File: src/rtl/wp_page_alloc.sv
module wp_page_alloc #(
  parameter int NUM_WP  = 4,
  parameter int PAGES   = 64,
  parameter int NUM_BLK = 16,
  parameter int LBA_W   = 4,
  parameter int SEQ_W   = 8,
  localparam int WP_W   = $clog2(NUM_WP),
  localparam int BLK_W  = $clog2(NUM_BLK),
  localparam int PG_W   = $clog2(PAGES),
  localparam int NUM_LBA = 1 << LBA_W
) (
  input  logic             clk,
  input  logic             rst_n,
  input  logic             req_valid,
  input  logic [LBA_W-1:0] req_lba,
  output logic             req_ready,
  input  logic             rel_valid,
  input  logic [BLK_W-1:0] rel_blk,
  output logic             resp_valid,
  output logic [WP_W-1:0]  resp_wp,
  output logic [BLK_W-1:0] resp_blk,
  output logic [PG_W-1:0]  resp_page
);
  localparam logic [PG_W-1:0] LAST_PG = PG_W'(PAGES - 1);

  logic [BLK_W-1:0] wp_blk  [NUM_WP];
  logic [PG_W-1:0]  wp_page [NUM_WP];
  logic [SEQ_W-1:0] wp_seq  [NUM_WP];
  logic [NUM_WP-1:0] need;
  logic [SEQ_W-1:0] gmax;
  logic [WP_W-1:0]  rr;

  logic             tbl_v  [NUM_LBA];
  logic [WP_W-1:0]  tbl_wp [NUM_LBA];

  logic [BLK_W-1:0] pool [NUM_BLK];
  logic [BLK_W-1:0] rd_ptr, wr_ptr;
  logic [BLK_W:0]   cnt;

  logic known;
  logic [WP_W-1:0] prev, pick, ridx;
  logic accept, refill_go, push;

  assign known     = tbl_v[req_lba];
  assign prev      = tbl_wp[req_lba];
  assign req_ready = ~|need;
  assign accept    = req_valid & req_ready;
  assign refill_go = (|need) && (cnt != '0);
  assign push      = rel_valid && (cnt != (BLK_W+1)'(NUM_BLK) || refill_go);

  always_comb begin
    logic found;
    logic [WP_W-1:0] idx;
    found = 1'b0;
    pick  = '0;
    for (int k = 0; k < NUM_WP; k++) begin
      idx = WP_W'((int'(rr) + k) % NUM_WP);
      if ((!known || idx == prev || wp_seq[idx] > wp_seq[prev]) &&
          (!found || wp_seq[idx] < wp_seq[pick])) begin
        pick  = idx;
        found = 1'b1;
      end
    end
  end

  always_comb begin
    ridx = '0;
    for (int w = NUM_WP - 1; w >= 0; w--)
      if (need[w]) ridx = WP_W'(w);
  end

  always_ff @(posedge clk) begin
    if (!rst_n) begin
      for (int w = 0; w < NUM_WP; w++) begin
        wp_blk[w]  <= BLK_W'(w);
        wp_page[w] <= '0;
        wp_seq[w]  <= '0;
      end
      for (int a = 0; a < NUM_LBA; a++) begin
        tbl_v[a]  <= 1'b0;
        tbl_wp[a] <= '0;
      end
      for (int b = 0; b < NUM_BLK; b++)
        pool[b] <= BLK_W'((b + NUM_WP) % NUM_BLK);
      need       <= '0;
      gmax       <= '0;
      rr         <= '0;
      rd_ptr     <= '0;
      wr_ptr     <= BLK_W'(NUM_BLK - NUM_WP);
      cnt        <= (BLK_W+1)'(NUM_BLK - NUM_WP);
      resp_valid <= 1'b0;
      resp_wp    <= '0;
      resp_blk   <= '0;
      resp_page  <= '0;
    end else begin
      resp_valid <= accept;
      if (accept) begin
        resp_wp         <= pick;
        resp_blk        <= wp_blk[pick];
        resp_page       <= wp_page[pick];
        tbl_v[req_lba]  <= 1'b1;
        tbl_wp[req_lba] <= pick;
        rr              <= (int'(pick) == NUM_WP - 1) ? '0 : pick + 1'b1;
        if (wp_page[pick] == LAST_PG) begin
          wp_page[pick] <= '0;
          need[pick]    <= 1'b1;
        end else begin
          wp_page[pick] <= wp_page[pick] + 1'b1;
        end
      end
      if (refill_go) begin
        wp_blk[ridx] <= pool[rd_ptr];
        wp_seq[ridx] <= gmax + 1'b1;
        gmax         <= gmax + 1'b1;
        need[ridx]   <= 1'b0;
        rd_ptr       <= (int'(rd_ptr) == NUM_BLK - 1) ? '0 : rd_ptr + 1'b1;
      end
      if (push) begin
        pool[wr_ptr] <= rel_blk;
        wr_ptr       <= (int'(wr_ptr) == NUM_BLK - 1) ? '0 : wr_ptr + 1'b1;
      end
      cnt <= cnt + (push ? 1'b1 : 1'b0) - (refill_go ? 1'b1 : 1'b0);
    end
  end

  AST_RESP_AFTER_ACCEPT: assert property (@(posedge clk) disable iff (!rst_n)
    accept |=> resp_valid);
  AST_NO_SPURIOUS_RESP: assert property (@(posedge clk) disable iff (!rst_n)
    !accept |=> !resp_valid);
  AST_ORDER_RULE: assert property (@(posedge clk) disable iff (!rst_n)
    (accept && known) |-> (pick == prev || wp_seq[pick] > wp_seq[prev]));
  AST_PAGE_STEP: assert property (@(posedge clk) disable iff (!rst_n)
    (resp_valid && resp_page != LAST_PG) |-> wp_page[resp_wp] == resp_page + 1'b1);
  AST_FILL_STALL: assert property (@(posedge clk) disable iff (!rst_n)
    (resp_valid && resp_page == LAST_PG) |-> !req_ready);
  AST_SEQ_STEP: assert property (@(posedge clk) disable iff (!rst_n)
    refill_go |=> gmax == $past(gmax) + 1'b1);
endmodule

File: config.mk
export PLATFORM = sky130hd
export DESIGN_NAME = wp_page_alloc
export DESIGN_NICKNAME = d
export VERILOG_FILES = /design/src/rtl/wp_page_alloc.sv
export SDC_FILE = /design/constraint.sdc
export NUM_CORES = 1
export LEC_CHECK = 0
export ABC_AREA = 0
export BUFFER_PORTS_ARGS = -buffer_cell sky130_fd_sc_hd__buf_2
export CORE_UTILIZATION = 45
export DETAILED_ROUTE_END_ITERATION = 10
export RECOVER_POWER = 50
export SLEW_MARGIN = 0
export SYNTH_ARGS = -nofsm -noshare
export SYNTH_HDL_FRONTEND = slang
export SYNTH_SLANG_ARGS = --single-unit
File: constraint.sdc
create_clock -name clk -period 22.6 [get_ports clk]
set_input_delay 4.52 -clock clk [delete_from_list [all_inputs] [get_ports clk]]
set_output_delay 4.52 -clock clk [all_outputs]
set_load 0.05 [all_outputs]
# [Word-level counts from Yosys, hierarchy flattened]
# Memories as Yosys holds them, arrays and structs flattened. A register that Yosys moved wholly into a read port is not among the register bits.
# Index checks and enable logic that the tools add are counted.
[classes] div_mod_pow=0 shift=0 order_cmp=11 n_reduce_logical=33 muxes=65 multipliers=0 n_addsub=10 bitwise_logic=5 eq_ne=9
[op_table] operator="4-bit 2-to-1 mux" n=13
[op_table] operator="8-bit greater-than comparator" n=4
[op_table] operator="1-bit 2-to-1 mux" n=32
[op_table] operator="2-bit 2-to-1 mux" n=15
[op_table] operator="8-bit < comparator" n=3
[op_table] operator="1-bit logical OR" n=12
[op_table] operator="6-bit 2-to-1 mux" n=2
[op_table] operator="4-bit OR reduction" n=3
[op_table] operator="4-bit by 1-bit adder with 4-bit output (second input constant)" n=2
[op_table] operator="8-bit by 1-bit adder with 8-bit output (second input constant)" n=1
[op_table] operator="2-bit equality test" n=4
[op_table] operator="4-bit by 1-bit equality test with 1-bit output (second input constant)" n=2
[op_table] operator="8-bit 2-to-1 mux" n=1
[op_table] operator="8-bit OR reduction" n=1
[op_table] operator="1-bit logical AND" n=7
[op_table] operator="6-bit by 1-bit adder with 6-bit output (second input constant)" n=1
[op_table] operator="6-bit equality test (second input constant)" n=1
[op_table] operator="1-bit zero test" n=6
[op_table] operator="2-bit by 3-bit < comparator with 1-bit output (second input constant)" n=2
[op_table] operator="6-bit OR reduction" n=1
[op_table] operator="5-bit by 1-bit adder with 5-bit output" n=1
[op_table] operator="5-bit != test (second input constant)" n=1
[op_table] operator="5-bit nonzero test" n=1
[op_table] operator="5-bit by 1-bit subtractor with 5-bit output" n=1
[op_table] operator="other kinds (12)" n=16
[word_totals] wordCells=148 output_inout_bits=14 latch_bits=0 mem_bits_rw=184 reg_bits=36 romBits=0 memories=6
[mem_list] name="pool" words=16 word_bits=4 rd=1 rd_ports_with_merged_regs=1 write_ports=16 line_no="36" source="logic [BLK_W-1:0] pool [NUM_BLK];"
[mem_list] name="tbl_wp" words=16 word_bits=2 rd=1 rd_ports_with_merged_regs=0 write_ports=16 line_no="34" source="logic [WP_W-1:0] tbl_wp [NUM_LBA];"
[mem_list] name="wp_seq" words=4 word_bits=8 rd=8 rd_ports_with_merged_regs=1 write_ports=4 line_no="28" source="logic [SEQ_W-1:0] wp_seq [NUM_WP];"
[mem_list] name="wp_page" words=4 word_bits=6 rd=1 rd_ports_with_merged_regs=0 write_ports=4 line_no="27" source="logic [PG_W-1:0] wp_page [NUM_WP];"
[mem_list] name="tbl_v" words=16 word_bits=1 rd=1 rd_ports_with_merged_regs=0 write_ports=16 line_no="33" source="logic tbl_v [NUM_LBA];"
[mem_list] name="wp_blk" words=4 word_bits=4 rd=1 rd_ports_with_merged_regs=1 write_ports=4 line_no="26" source="logic [BLK_W-1:0] wp_blk [NUM_WP];"

# [Longest topological paths before layout]
# An unclocked memory read counts as a cell.
[logic_depth] ltp_word=30 ltp_mapped=64 depth_no_buf=57

# [Worst setup path after synthesis]
# OpenSTA, ideal clock, no wires.
[synth_timing] path_type="in2reg" startpoint="in req_lba[1]" endpoint="mem wp_page[3][0] in the netlist's numbering, enable pin" setup_slack_ns=6.122 arrival_ns=16.098 stages=54 setup_time_ns=0.380 path_buffers=9 required_ns=22.220 path_cell_list="buf_4 -> buf_8 -> mux2i_1 -> mux4_2 -> mux2i_4 -> buf_1 -> buf_1 -> mux2_2 -> o21ai_0 -> ha_1 -> o21ai_0 -> nand2b_1 -> nor2_1 -> o21ai_0 -> a31oi_2 -> o31a_2 -> clkbuf_1 -> nor2_1 -> [... 18 more ...] -> o211a_1 -> o21ai_0 -> nand2_1 -> clkbuf_1 -> mux2i_1 -> mux2_2 -> ha_1 -> nand3_1 -> a41o_1 -> a211o_1 -> and3_4 -> a211o_1 -> buf_6 -> nand2_4 -> inv_2 -> buf_2 -> buf_2 -> o31ai_1"
[synth_rtl] element="start, declared" line_no="15" source="input logic [LBA_W-1:0] req_lba,"
[synth_rtl] element="end, declared" line_no="27"

==> parameters.txt <==
Parameter                              Value

Logic synthesis
  Cell type with the highest aggregate area in the netlist    sky130_fd_sc_hd__edfxtp_1
  Synth top area share    35.9%
  Post-synth EDFFs    168
  Ranking of synthesized cells by area    sky130_fd_sc_hd__edfxtp_1 36%, sky130_fd_sc_hd__mux4_2 10%, sky130_fd_sc_hd__dfxtp_1 8.8%
  Cells after Synth    1339
  Post-synthesis sequential area ratio    44.7%
  Ys async rst share    0%
  Post-synthesis cell area    14100 um2
  Top flip-flop cell by instance count after synthesis    sky130_fd_sc_hd__edfxtp_1
  Netlist cell types    87
  Number of nets in the synthesized netlist    1413
  Ranking of synthesized cells by instance count    207 x sky130_fd_sc_hd__nand2_1, 168 x sky130_fd_sc_hd__edfxtp_1, 135 x sky130_fd_sc_hd__nor2_1
  Register bit count reported by yosys    230
  Number of warning messages in the yosys log    0
  Most frequent cell after synthesis    sky130_fd_sc_hd__nand2_1
  Synth Area per Inst    10.5 um2

Clock network
  Insertion delay of the later-clocked pin in the worst-skew pair    0.53 ns
  Number of buffers added to fix hold violations after cts    0
  Maximum clock insertion buffer count    3
  Number of resized instances in the post-cts repair step    0
  Total number of H-tree levels    1
  TritonCTS clock tree    built
  Clk sink count    230
  Post-CTS clock slew at the launch and capture registers of the worst setup and hold paths    0.06 ns
  Root buffer cell    sky130_fd_sc_hd__clkbuf_16
  Setup Buffers After CTS    0
  TritonCTS Buffers    23

Outcome
  Failing checks    capacitance limit, slew limit
  Run status    finished with violations

Die
  Die Span X    179 um
  Full die area    32000 um2
  Height of the die    179 um
  Core area    30700 um2
  Starting Density    45.9%
  Site Rows    64
  Boundary pin count    26

Critical path
  Worst-path maximum fanout    31
  Critical path required time    22.86 ns
  Class of the most critical setup path    input pin to flop
  Critical path capture point type    flop
  Arrival time reported for the critical path endpoint    18.73 ns
  Delay contributed by the slowest stage of the critical path    0.67 ns
  Crit path max-delay cell type    sky130_fd_sc_hd__nand2_1
  Worst Setup Start Kind    input pin
  Reg2reg path depth    54

Timing
  Final critical-path setup slack    4.13 ns
  Setup-violating endpoint count in the final report    0
  Pins Over Slew Limit    123
  Final Skew    0.0154 ns
  Transition time of the tightest slew-check pin    3.21 ns
  Unrepaired setup endpoints after global routing    no
  Worst rel slew slack    -114%
  Time the final worst path needs with I/O delays and setup    18.47 ns
  Achievable Freq    54.2 MHz
  Final count of hold timing violations    0
  Setup TNS after final layout    0 ns
  Crit share post-route    81.7%

Power
  Peak supply drop    0.000134 V
  P_leak    0.00578 uW
  Switching Fraction    46.9%
  Cell internal pwr    1290 uW
  Fraction of power consumed by the clock network    18.2%
  Logic gate share of total power    58.4%
  Areal power density over the cells    158 nW/um2
  Seq pwr share    23.4%
  Net switching power figure    1140 uW

Final layout
  Finished layout cell area    15300 um2
  Post-synthesis to final-layout area growth    8.88%
  Post-layout instance count excluding filler cells    1739
  Final layout net count    1400
  Share of final-layout standard cells stronger than drive strength 1    13.1%
  Antenna diode count    0

Placed design
  Total placed cells including tap cells    1697
  Post-placement setup slack    3.80 ns
  Port buffer count    25
  HPWL reported at the end of detailed placement    25100 um
  Cell area after placement    14500 um2
  Final weighted congestion of routability-driven global placement    0.939

Global route
  Initial antenna violation count    0
  Total GRT Usage    23.2%
  Via count of the first global-routing pass    9968
  Largest net degree at the start of global routing    76
  Wire length of the first global-routing pass    57100 um
  Grt ovf    0

Hold path
  Class of the worst hold path    flop to flop
  Worst hold path cell count    2

Detailed routing
  Detailed router's first-iteration violation count    875
  First-pass detailed-route iteration total    6
  Antenna-violating nets left    0
  Vias per cell    5.97
  Detailed-route via count    10389
  WL final    35600 um
  Routed wire length per instance    20.5 um
  Drt drc    0

Job
  Reported max-cap violation count    2
-- cell type report --
type                       count  area (um2)
fill                        2798       15300
multi-input combinational    980        7270
inverter                      57         214
tap                          396         495
sequential                   230        6290
timing repair buffer          34         168
clock inverter                15         256
clock buffer                  27         632
-- state kept, by name, indices dropped and copies added, names as in the netlist, named ones only --
name        count
wp_page        24
resp_valid      1
tbl_wp         32
wr_ptr          4
tbl_v          16
wp_blk         16
resp_blk        4
rr              2
resp_page       6
gmax            8
cnt             5
need            4
rd_ptr          4
wp_seq         32
pool           64
resp_wp         2
-- power groups by stage --
stage | Sequential [uW] | Clock [uW] | Combinational [uW]
finish | 567 | 442 | 1410
floorplan | 570 | 0 | 1060
global route | 573 | 465 | 1560
detailed placement | 575 | 0 | 1400
CTS | 566 | 449 | 1410
global placement | 574 | 0 | 1390
-- final timing paths --
check	start	end	slack, ns
worst max-delay path	req_lba[1]	wp_page[3][4]	4.13
worst min-delay path	tbl_v[1]	tbl_v[1]	0.44
worst max register to register	tbl_wp[15][0]	wp_page[3][4]	8.41
worst min register to register	tbl_v[1]	tbl_v[1]	0.44
-- metal layers --
metal,vias up,global-route usage [%],part of all wire (%)
met5,-,0,0
met4,0,5.86,2.1
met3,55,2.44,5.4
met2,324,36.9,47
met1,5101,33.8,46
li1,4909,-,-
-- cell usage in the layout, fill, tap and decap left out, types with 6 or more instances in the layout --
cell                          n
sky130_fd_sc_hd__nand2_1    207
sky130_fd_sc_hd__edfxtp_1   168
sky130_fd_sc_hd__nor2_1     135
sky130_fd_sc_hd__nand3_1     68
sky130_fd_sc_hd__mux4_2      64
sky130_fd_sc_hd__ha_1        61
sky130_fd_sc_hd__dfxtp_1     60
sky130_fd_sc_hd__mux2i_1     53
sky130_fd_sc_hd__inv_1       52
sky130_fd_sc_hd__o21ai_0     39
sky130_fd_sc_hd__a21oi_1     35
sky130_fd_sc_hd__nand4_1     28
sky130_fd_sc_hd__nor3_1      26
sky130_fd_sc_hd__clkbuf_16   24
sky130_fd_sc_hd__nor2b_1     20
sky130_fd_sc_hd__mux2_2      18
sky130_fd_sc_hd__clkbuf_1    17
sky130_fd_sc_hd__a21boi_0    15
sky130_fd_sc_hd__xor2_1      14
sky130_fd_sc_hd__a21o_1      14
sky130_fd_sc_hd__and2_1      14
sky130_fd_sc_hd__nand2b_1    13
sky130_fd_sc_hd__xnor2_1     13
sky130_fd_sc_hd__or3_1       12
sky130_fd_sc_hd__buf_2       11
sky130_fd_sc_hd__and3_1      10
sky130_fd_sc_hd__o211ai_1     7
sky130_fd_sc_hd__o221ai_1     7
sky130_fd_sc_hd__nor3b_1      7
sky130_fd_sc_hd__buf_4        7
sky130_fd_sc_hd__a31oi_1      6
sky130_fd_sc_hd__o21ai_1      6
sky130_fd_sc_hd__bufinv_16    6
-- kinds of logic after synthesis --
family | count (synthesis) | synth area share, %
AO/OA/AOI/OAI | 186 | 9.54
XOR/XNOR | 27 | 1.68
adder cells (fa/ha/maj) | 67 | 5.92
buffers and inverters | 129 | 3.68
flip-flops | 230 | 44.7
multiplexers | 140 | 16.2
AND/OR/NAND/NOR | 560 | 18.3
-- stage by stage --
step	util, %	total power (uW)	hold WS [ns]
finish	50.0	2420	0.441
global route	50.0	2600	0.459
CTS	50.0	2420	0.442
detailed placement	47.1	1970	0.432
global placement	47.1	1970	0.429
floorplan	-	1630	0.418
-- critical path, delay by kind of cell --
kind | cells | cell delay, ns
mux | 7 | 2.61
compound gates | 28 | 6.29
fa+ha+maj | 5 | 1.52
xor+xnor | 1 | 0.39
buf+inv | 3 | 0.84
simple gates | 11 | 2.49
(Power assumes the default switching activity.)
